$ cat config.mk
export PLATFORM = sky130hd
export DESIGN_NAME = rx_pkt_fifo_ctrl
export DESIGN_NICKNAME = d
export VERILOG_FILES = /design/src/rtl/rpf_pkg.sv /design/src/rtl/rpf_ring.sv /design/src/rtl/rpf_len_track.sv /design/src/rtl/rpf_ctrl.sv /design/src/rtl/rx_pkt_fifo_ctrl.sv
export SDC_FILE = /design/constraint.sdc
export NUM_CORES = 1
export LEC_CHECK = 0
export ABC_AREA = 1
export CORE_UTILIZATION = 40
export DETAILED_ROUTE_END_ITERATION = 12
export PLACE_DENSITY = 0.61
export SKIP_LAST_GASP = 1
export SLEW_MARGIN = 25
export SYNTH_ARGS = -nofsm -noshare
export SYNTH_HDL_FRONTEND = slang
export SYNTH_SLANG_ARGS = --single-unit
$ cat constraint.sdc
create_clock -name clk -period 5.59 [get_ports clk]
set_input_delay 1.118 -clock clk [delete_from_list [all_inputs] [get_ports clk]]
set_output_delay 1.118 -clock clk [all_outputs]
set_load 0.01 [all_outputs]
$ cat src/rtl/rpf_pkg.sv
// Shared types for the receive packet FIFO controller.
package rpf_pkg;
    // Operation currently owning the read side.
    typedef enum logic [1:0] {
        OP_IDLE = 2'd0,
        OP_SKIP = 2'd1,
        OP_FLUSH = 2'd2
    } op_e;
endpackage

$ cat src/rtl/rpf_ring.sv
// Circular FIFO with a show-ahead head word and a multi-word read advance.
// Assumes DEPTH is a power of two and that adv never exceeds the current count.
// A flush returns both pointers and the count to their reset values.
module rpf_ring #(
    parameter int W = 32,
    parameter int DEPTH = 16,
    localparam int AW = $clog2(DEPTH),
    localparam int CW = AW + 1
) (
    input  logic          clk,
    input  logic          rst_n,
    input  logic          flush,
    input  logic          push,
    input  logic [W-1:0]  wdata,
    input  logic [CW-1:0] adv,
    output logic [W-1:0]  head,
    output logic [CW-1:0] count,
    output logic          empty,
    output logic          full
);
    logic [W-1:0]  mem [DEPTH];
    logic [AW-1:0] wptr;
    logic [AW-1:0] rptr;
    logic          push_ok;

    // Accept a push only when space exists and no flush is pending.
    always_comb begin
        push_ok = push && !full && !flush;
        full    = (count == CW'(DEPTH));
        empty   = (count == '0);
        head    = mem[rptr];
    end

    // Storage write.
    always_ff @(posedge clk) begin
        if (push_ok) mem[wptr] <= wdata;
    end

    // Pointer and occupancy tracking.
    always_ff @(posedge clk) begin
        if (!rst_n || flush) begin
            wptr  <= '0;
            rptr  <= '0;
            count <= '0;
        end else begin
            if (push_ok) wptr <= wptr + AW'(1);
            rptr  <= rptr + AW'(adv);
            count <= count + CW'(push_ok) - adv;
        end
    end
endmodule

$ cat src/rtl/rpf_len_track.sv
// Counts the words of the packet being written and emits its length when the
// final word is accepted, feeding the packet-length side queue.
// Assumes push_ok is already qualified against the data FIFO being full.
module rpf_len_track #(
    parameter int LW = 5
) (
    input  logic          clk,
    input  logic          rst_n,
    input  logic          flush,
    input  logic          push_ok,
    input  logic          last,
    output logic          len_push,
    output logic [LW-1:0] len_val
);
    logic [LW-1:0] in_len;

    // Length of the packet including the word being pushed now.
    always_comb begin
        len_val  = in_len + LW'(1);
        len_push = push_ok && last && !flush;
    end

    // Running word count for the packet under construction.
    always_ff @(posedge clk) begin
        if (!rst_n || flush) in_len <= '0;
        else if (push_ok) in_len <= last ? '0 : len_val;
    end
endmodule

$ cat src/rtl/rpf_ctrl.sv
// Read-side controller: qualifies host pops, runs the skip and flush
// operations, tracks the offset into the head packet, the settling guard and
// the sticky error flag. Assumes len_head is valid whenever len_empty is low.
module rpf_ctrl
    import rpf_pkg::*;
#(
    parameter int LW = 5,
    parameter int FFWD_MIN = 4,
    parameter int SKIP_STEP = 4,
    parameter int GUARD_CYC = 2,
    localparam int GW = $clog2(GUARD_CYC + 1)
) (
    input  logic          clk,
    input  logic          rst_n,
    input  logic          ffwd_set,
    input  logic          dump_set,
    input  logic          rx_halted,
    input  logic          err_clr,
    input  logic          data_pop,
    input  logic          stat_pop,
    input  logic          data_empty,
    input  logic          stat_empty,
    input  logic          len_empty,
    input  logic [LW-1:0] len_head,
    output logic [LW-1:0] data_adv,
    output logic          stat_adv,
    output logic          len_pop,
    output logic          flush,
    output logic          ffwd_busy,
    output logic          dump_busy,
    output logic          stat_hold,
    output logic          ctrl_err
);
    localparam logic [LW-1:0] MIN_L  = LW'(FFWD_MIN);
    localparam logic [LW-1:0] STEP_L = LW'(SKIP_STEP);
    localparam logic [GW-1:0] GUARD_L = GW'(GUARD_CYC);

    op_e           state;
    logic [LW-1:0] rd_off;
    logic [LW-1:0] rem;
    logic [LW-1:0] step;
    logic [GW-1:0] guard;
    logic          idle, skip_go, skip_bad, flush_go, flush_bad;
    logic          data_pop_ok, skip_done, pop_ends_pkt;

    // Request qualification, skip step sizing and pop gating.
    always_comb begin
        idle         = (state == OP_IDLE);
        rem          = len_head - rd_off;
        step         = (rem > STEP_L) ? STEP_L : rem;
        skip_go      = idle && ffwd_set && !len_empty && (rem >= MIN_L);
        skip_bad     = idle && ffwd_set && !(!len_empty && (rem >= MIN_L));
        flush_go     = idle && !ffwd_set && dump_set && rx_halted;
        flush_bad    = idle && !ffwd_set && dump_set && !rx_halted;
        data_pop_ok  = idle && !ffwd_set && data_pop && !data_empty;
        stat_hold    = !idle || (guard != '0);
        stat_adv     = !stat_hold && stat_pop && !stat_empty;
        skip_done    = (state == OP_SKIP) && (step == rem);
        pop_ends_pkt = data_pop_ok && !len_empty && (rd_off + LW'(1) == len_head);
        len_pop      = skip_done || pop_ends_pkt;
        data_adv     = (state == OP_SKIP) ? step : LW'(data_pop_ok);
        flush        = (state == OP_FLUSH);
        ffwd_busy    = (state == OP_SKIP);
        dump_busy    = (state == OP_FLUSH);
    end

    // Operation sequencing and settling guard.
    always_ff @(posedge clk) begin
        if (!rst_n) begin
            state <= OP_IDLE;
            guard <= '0;
        end else begin
            if (guard != '0) guard <= guard - GW'(1);
            case (state)
                OP_IDLE: begin
                    if (skip_go) state <= OP_SKIP;
                    else if (flush_go) state <= OP_FLUSH;
                end
                OP_SKIP: begin
                    if (skip_done) begin
                        state <= OP_IDLE;
                        guard <= GUARD_L;
                    end
                end
                OP_FLUSH: begin
                    state <= OP_IDLE;
                    guard <= GUARD_L;
                end
                default: state <= OP_IDLE;
            endcase
        end
    end

    // Offset of the read pointer inside the head packet.
    always_ff @(posedge clk) begin
        if (!rst_n || flush || len_pop) rd_off <= '0;
        else rd_off <= rd_off + data_adv;
    end

    // Sticky error flag; a new error beats a clear.
    always_ff @(posedge clk) begin
        if (!rst_n) ctrl_err <= 1'b0;
        else if (skip_bad || flush_bad) ctrl_err <= 1'b1;
        else if (err_clr) ctrl_err <= 1'b0;
    end
endmodule

$ cat src/rtl/rx_pkt_fifo_ctrl.sv
// Top level: data FIFO, status FIFO, packet-length side queue, length tracker
// and read-side controller. Assumes both depths are powers of two; the length
// queue is as deep as the data FIFO so it can never overflow.
module rx_pkt_fifo_ctrl #(
    parameter int DATA_W = 32,
    parameter int DATA_DEPTH = 16,
    parameter int STAT_DEPTH = 4,
    parameter int FFWD_MIN = 4,
    parameter int SKIP_STEP = 4,
    parameter int GUARD_CYC = 2,
    localparam int DCW = $clog2(DATA_DEPTH) + 1,
    localparam int SCW = $clog2(STAT_DEPTH) + 1
) (
    input  logic              clk,
    input  logic              rst_n,
    input  logic              wr_data_valid,
    input  logic [DATA_W-1:0] wr_data,
    input  logic              wr_data_last,
    input  logic              wr_stat_valid,
    input  logic [DATA_W-1:0] wr_stat,
    input  logic              rd_data_pop,
    output logic [DATA_W-1:0] rd_data,
    output logic [DCW-1:0]    data_count,
    output logic              data_empty,
    output logic              data_full,
    input  logic              rd_stat_pop,
    output logic [DATA_W-1:0] rd_stat,
    output logic [SCW-1:0]    stat_count,
    output logic              stat_empty,
    output logic              stat_full,
    input  logic              ffwd_set,
    input  logic              dump_set,
    input  logic              rx_halted,
    input  logic              err_clr,
    output logic              ffwd_busy,
    output logic              dump_busy,
    output logic              stat_hold,
    output logic              ctrl_err
);
    logic           flush;
    logic           data_push_ok;
    logic           stat_push_ok;
    logic [DCW-1:0] data_adv;
    logic           stat_adv;
    logic           len_push, len_pop, len_empty, len_full;
    logic [DCW-1:0] len_val, len_head, len_count;

    // Write-side qualification.
    always_comb begin
        data_push_ok = wr_data_valid && !data_full && !dump_busy;
        stat_push_ok = wr_stat_valid && !stat_full && !dump_busy;
    end

    rpf_ring #(.W(DATA_W), .DEPTH(DATA_DEPTH)) u_data_ring (
        .clk(clk), .rst_n(rst_n), .flush(flush), .push(data_push_ok),
        .wdata(wr_data), .adv(data_adv), .head(rd_data),
        .count(data_count), .empty(data_empty), .full(data_full)
    );

    rpf_ring #(.W(DATA_W), .DEPTH(STAT_DEPTH)) u_stat_ring (
        .clk(clk), .rst_n(rst_n), .flush(flush), .push(stat_push_ok),
        .wdata(wr_stat), .adv(SCW'(stat_adv)), .head(rd_stat),
        .count(stat_count), .empty(stat_empty), .full(stat_full)
    );

    rpf_ring #(.W(DCW), .DEPTH(DATA_DEPTH)) u_len_ring (
        .clk(clk), .rst_n(rst_n), .flush(flush), .push(len_push),
        .wdata(len_val), .adv(DCW'(len_pop)), .head(len_head),
        .count(len_count), .empty(len_empty), .full(len_full)
    );

    rpf_len_track #(.LW(DCW)) u_len_track (
        .clk(clk), .rst_n(rst_n), .flush(flush), .push_ok(data_push_ok),
        .last(wr_data_last), .len_push(len_push), .len_val(len_val)
    );

    rpf_ctrl #(
        .LW(DCW), .FFWD_MIN(FFWD_MIN), .SKIP_STEP(SKIP_STEP), .GUARD_CYC(GUARD_CYC)
    ) u_ctrl (
        .clk(clk), .rst_n(rst_n), .ffwd_set(ffwd_set), .dump_set(dump_set),
        .rx_halted(rx_halted), .err_clr(err_clr), .data_pop(rd_data_pop),
        .stat_pop(rd_stat_pop), .data_empty(data_empty), .stat_empty(stat_empty),
        .len_empty(len_empty), .len_head(len_head), .data_adv(data_adv),
        .stat_adv(stat_adv), .len_pop(len_pop), .flush(flush),
        .ffwd_busy(ffwd_busy), .dump_busy(dump_busy), .stat_hold(stat_hold),
        .ctrl_err(ctrl_err)
    );
endmodule

After elaboration in Yosys (flattened, before gate mapping)
Memories as Yosys holds them, arrays and structs flattened. A register that Yosys moved wholly into a read port is not among the register bits. Index checks and enable logic that the tools add are counted.

Output and inout bits: 80. Memory bits (writable): 720. Memories kept: 3. Register bits: 48.

Memories: u_data_ring.mem (depth 16, width 32, read ports 1, clocked after Yosys merged registers in 1, write ports 1, RTL line rpf_ring.sv:21) `logic [W-1:0] mem [DEPTH];`; u_stat_ring.mem (depth 4, width 32, read ports 1, clocked after Yosys merged registers in 1, write ports 1, RTL line rpf_ring.sv:21); u_len_ring.mem (depth 16, width 5, read ports 1, clocked after Yosys merged registers in 1, write ports 1, RTL line rpf_ring.sv:21).

Add/sub/neg operators: 17. Equality and inequality tests: 9. Mux-type cells: 21. Reduce and logical (&&, ||, !) cells: 53. $lt $le $gt $ge: 2.

Operators by type and width (number): $logic_and 1x1->1 (28); $mux 5 (3); $logic_not 1->1 (13); $mux 2 (6); $add 5x1->5 (2); $add 5x1->5 const B (2); $eq 5x5->1 (2); $eq 5x5->1 const B (2); $logic_not 5->1 (2); $sub 5x5->5 (2); $add 4x1->4 const B (2); $mux 1 (8); $mux 4 (2); $pmux 2 s2 (2); $add 5x5->5 (1); $ge 5x3->1 const B (1); $gt 5x3->1 const B (1); $logic_or 1x1->1 (5); $sub 5x1->5 (1); $add 4x1->4 (1); $add 4x4->4 (1); $reduce_bool 2->1 (2); $add 3x1->3 (1); $eq 3x3->1 const B (1); other kinds (11) (11).

Logic depth before layout (Yosys ltp)
Word-level depth: 10. Depth in mapped cells: 26. Gate-level depth less buffers: 25.

By module
A second synthesis with hierarchy kept.

Cells, all modules: 3229. Area, all modules: 33850.0 um^2.

Modules (own cells, without submodules): rpf_ring (u_data_ring) (sequential area each 15635.0 um^2, area each 22929.5 um^2, times used 1, cells each 2204); rpf_ring (u_stat_ring) (sequential area each 3983.8 um^2, area each 5233.8 um^2, times used 1, cells each 372); rpf_ring (u_len_ring) (sequential area each 2662.6 um^2, area each 4424.2 um^2, times used 1, cells each 469); rpf_ctrl (sequential area each 200.2 um^2, area each 964.7 um^2, times used 1, cells each 138); rpf_len_track (sequential area each 100.1 um^2, area each 271.5 um^2, times used 1, cells each 39); rx_pkt_fifo_ctrl (sequential area each 0.0 um^2, area each 26.3 um^2, times used 1, cells each 7).

Worst setup path before layout
Ideal clock, no wire load.

Kind: register -> register. From: register, netlist name u_len_ring.rptr[0]. To: register u_data_ring.count[4]. Arrival time: 3.932 ns. Slack: 1.530 ns. Period minus slack after synthesis: 4.060 ns. Stages on the path, launching flop included: 23. Path buffers: 2. Cell sequence: dfxtp_1 -> buf_4 -> buf_2 -> o21ai_0 -> o221ai_1 -> o211ai_1 -> nand2_1 -> inv_1 -> ha_1 -> fa_1 -> nand2_1 -> a21oi_1 -> nand3_2 -> o22ai_1 -> ha_1 -> inv_1 -> ha_1 -> inv_1 -> fa_1 -> nor3_1 -> a211oi_1 -> o21ai_0 -> a21oi_1.

RTL lines: end signal, assigned (RTL line rpf_ring.sv:48) `count <= count + CW'(push_ok) - adv;`; end, declared (RTL line rpf_ring.sv:17) `output logic [CW-1:0] count,`.

==> metrics.yaml <==
global_route:
  grt_pass1_wl_um: 111300
  antenna_found_initial: 4
  grt_max_degree: 164
  grt_usage: 0.1848
  grt_overflow: 0
  grt_pass1_vias: 18870
clock_network:
  cts_root_buffer: "clkbuf_16"
  ctsHoldBuffers: 0
  cts_setup_buffers: 0
  clk_latency_ns: 0.63
  post_cts_resized: 0
  cts_sinks: 768
  path_clk_slew_ns: 0.06
  clk_path_buf_depth: 3
  cts_tree: "done"
  htreeDepth: 3
  cts_made_buffers: 81
setup_path:
  timing.rr.end: "u_data_ring.count[4]"
  crit_slowest_cell: "dfxtp_1"
  worst-r2r-cell-count: 22
  crit_type: "register to register"
  critPathRequiredTime_ns: 6.09
  path_buf_inv: 4
  end_kind: "register"
  arrival_ns: 5.51
  critPathTopFamily: "compound AO/OA/AOI/OAI gates"
  cp_cell_sequence: "inv_2, o21ai_1, o22ai_1, o211ai_1, nand2_1, ha_1, a21o_1, a31oi_1, inv_1, nand3_1, and2_4, nand3_2, o22ai_1, ha_1, inv_1, ha_1, inv_1, fa_1, nor3_1, a211oi_1, o21ai_0, a21oi_1"
  r2r_start: "u_len_ring.rptr[1]"
  crit_fanout: 26
  r2r_slack_ns: 0.57
  crit_start: "u_len_ring.rptr[1]"
  critPathMaxStageDelay_ns: 0.89
  cp-start-kind: "register"
  critPathCapture: "u_data_ring.count[4]"
  worstSetupPathDepth: 22
outcome:
  status: "finished, final reports clean"
die:
  io_pins: 155
  die_h_um: 281.5
  start_util: 0.4040
  rows: 102
  die_w_um: 281.5
  die_area_um2: 79230
  core_area_um2: 77340
yosys:
  synth_common_cells: "edfxtp_1 (720), o21ai_0 (276), inv_1 (226)"
  yosys-top-cells-area: "edfxtp_1 (69%), o21ai_0 (4.4%), mux2i_1 (4.1%)"
  synth_adder_area_share: 0.02267
  yosysTopAreaCell: "edfxtp_1"
  synth_xor_area_frac: 0.005326
  ys_seq_area_frac: 0.7227
  synth_edf_count: 720
  synth_top_family_by_area: "compound AO/OA/AOI/OAI gates"
  synthesis.area_um2: 31240
  ys_types: 37
  ys_dominant_reg_cell: "edfxtp_1"
  synth-compound-area-share: 0.1151
  synth_nets: 2450
  syn_inst: 2322
  synth-async-reset-ratio: 0
  muxShareOfSynthArea: 0.04101
  synth_top_area_share: 0.6920
  avgSynthCellArea_um2: 13.46
  ys_ff_latch: 768
  yosysMostFrequentCell: "edfxtp_1"
  synth-simple-area-share: 0.04809
  yosysWarnings: 0
timing:
  rsz0062_at_grt: "false"
  tightest_slew_ns: 0.9878
  drv_slew: 0
  setup-tns-final_ns: 0
  hold_viol_final: 0
  finalCriticalPeriod_ns: 5.016
  relSlewSlack: 0.3399
  setup_viol: 0
  max_freq_mhz: 199.4
  final.period_utilization: 0.8973
  finClkSkew_ns: 0.01876
routing:
  drtIter0Drc: 1710
  firstDrtPassIters: 6
  vias: 18960
  ant_nets: 0
  drt-vias-per-instance: 5.290
  wl_per_cell_um: 20.42
  route.final.wire_length_um: 73190
  drt_drc_violations_left: 0
finish:
  syn_to_final_growth_pct: 17.86
  fin_nets: 2605
  drive_above_1_share: 0.07983
power_and_ir_drop:
  powerDensity_nw_per_um2: 460.9
  irDropWorstVdd_mv: 0.3520
  p_total_mw: 16.97
  power_leakage_nw: 12.37
job:
  cap_violations: 0
placed_design:
  io_buffer_count: 154
  gp_congestion: 0.8046
  place_hpwl_um: 40980
hold_path:
  min_path_type: "register to register"
-- per-stage QoR --
stage	area [um2]	setup WS (ns)	util	std cells	hold WS [ns]
6_report	36820	0.5740	0.4761	3584	0.4657
3_5_place_dp	34110	0.6174	0.4410	3434	0.4470
4_1_cts	36820	0.5709	0.4761	3583	0.4578
2_1_floorplan	31250	1.530	-	2322	0.4326
5_1_grt	36820	0.1318	0.4761	3583	0.4907
3_3_place_gp	34080	0.9130	0.4406	3433	0.4456
-- worst min path at each step --
| stage | start | to | slack (ns) | depth (start not counted) |
|---|---|---|---|---|
| 3_5_place_dp | u_ctrl.guard[1] | u_ctrl.guard[0] | 0.45 | 2 |
| 3_3_place_gp | u_ctrl.guard[1] | u_ctrl.guard[0] | 0.45 | 2 |
| 2_1_floorplan | u_ctrl.guard[1] | u_ctrl.guard[0] | 0.43 | 2 |
| 5_1_grt | u_ctrl.guard[1] | u_ctrl.guard[0] | 0.49 | 2 |
| 6_report | u_ctrl.guard[1] | u_ctrl.guard[0] | 0.47 | 2 |
| 4_1_cts | u_ctrl.guard[1] | u_ctrl.guard[0] | 0.46 | 2 |
-- kinds of logic (layout without fill, tap and decap cells) --
group,count (synthesis),count (layout)
mux,128,128
buf+inv,358,579
xor+xnor,19,19
flops,768,768
compound gates,632,632
simple gates,362,362
fa+ha+maj,53,53
other cells,2,3
-- cells in the final DEF, fill, tap and decap left out, types with 47 or more instances in the layout --
| master | count |
|---|---|
| a21oi_1 | 163 |
| clkbuf_16 | 82 |
| clkdlybuf4s50_1 | 154 |
| edfxtp_1 | 720 |
| ha_1 | 47 |
| inv_1 | 224 |
| mux2i_1 | 128 |
| nand2_1 | 108 |
| nand3_1 | 59 |
| nor2_1 | 153 |
| o211ai_1 | 137 |
| o21ai_0 | 276 |
-- state kept, by name, summed over array words and instances (netlist names), 5 cells and up --
name	count
u_len_ring.mem	80
u_data_ring.mem	512
u_ctrl.rd_off	5
u_data_ring.count	5
u_len_ring.count	5
u_stat_ring.mem	128
u_len_track.in_len	5
-- worst min-delay path, delay by kind of cell (launching register included) --
family	cells	cell delay [ns]
flip-flops	1	0.33
AND/OR/NAND/NOR	1	0.07
AO/OA/AOI/OAI	1	0.03
-- power breakdown --
part	internal, mW	total [mW]	switching [mW]
sequential	6.67	6.88	0.208
combinational	1.91	4.68	2.77
clock	3.15	5.42	2.27
total	11.7	17.0	5.24
-- cell type report --
| cell class | instances | area [um2] |
|---|---|---|
| clock inverters | 51 | 559.3 |
| well taps | 1040 | 1301 |
| clock buffers | 98 | 2152 |
| repair buffers | 198 | 1921 |
| multi-input cells | 1196 | 7415 |
| diodes | 1 | 2.502 |
| fillers | 6735 | 40520 |
| inverters | 232 | 878.3 |
| flip-flops and latches | 768 | 22600 |
-- layer usage --
| layer | vias to the layer above | wire, um | track usage |
|---|---|---|---|
| met1 | 9405 | 31950 | 0.2471 |
| met3 | 120 | 4991 | 0.04027 |
| met2 | 589 | 34740 | 0.3030 |
| met4 | 6 | 1463 | 0.05198 |
| li1 | 8839 | - | - |
| met5 | - | 44 | 0 |
Power figures use the tool's default switching activity.
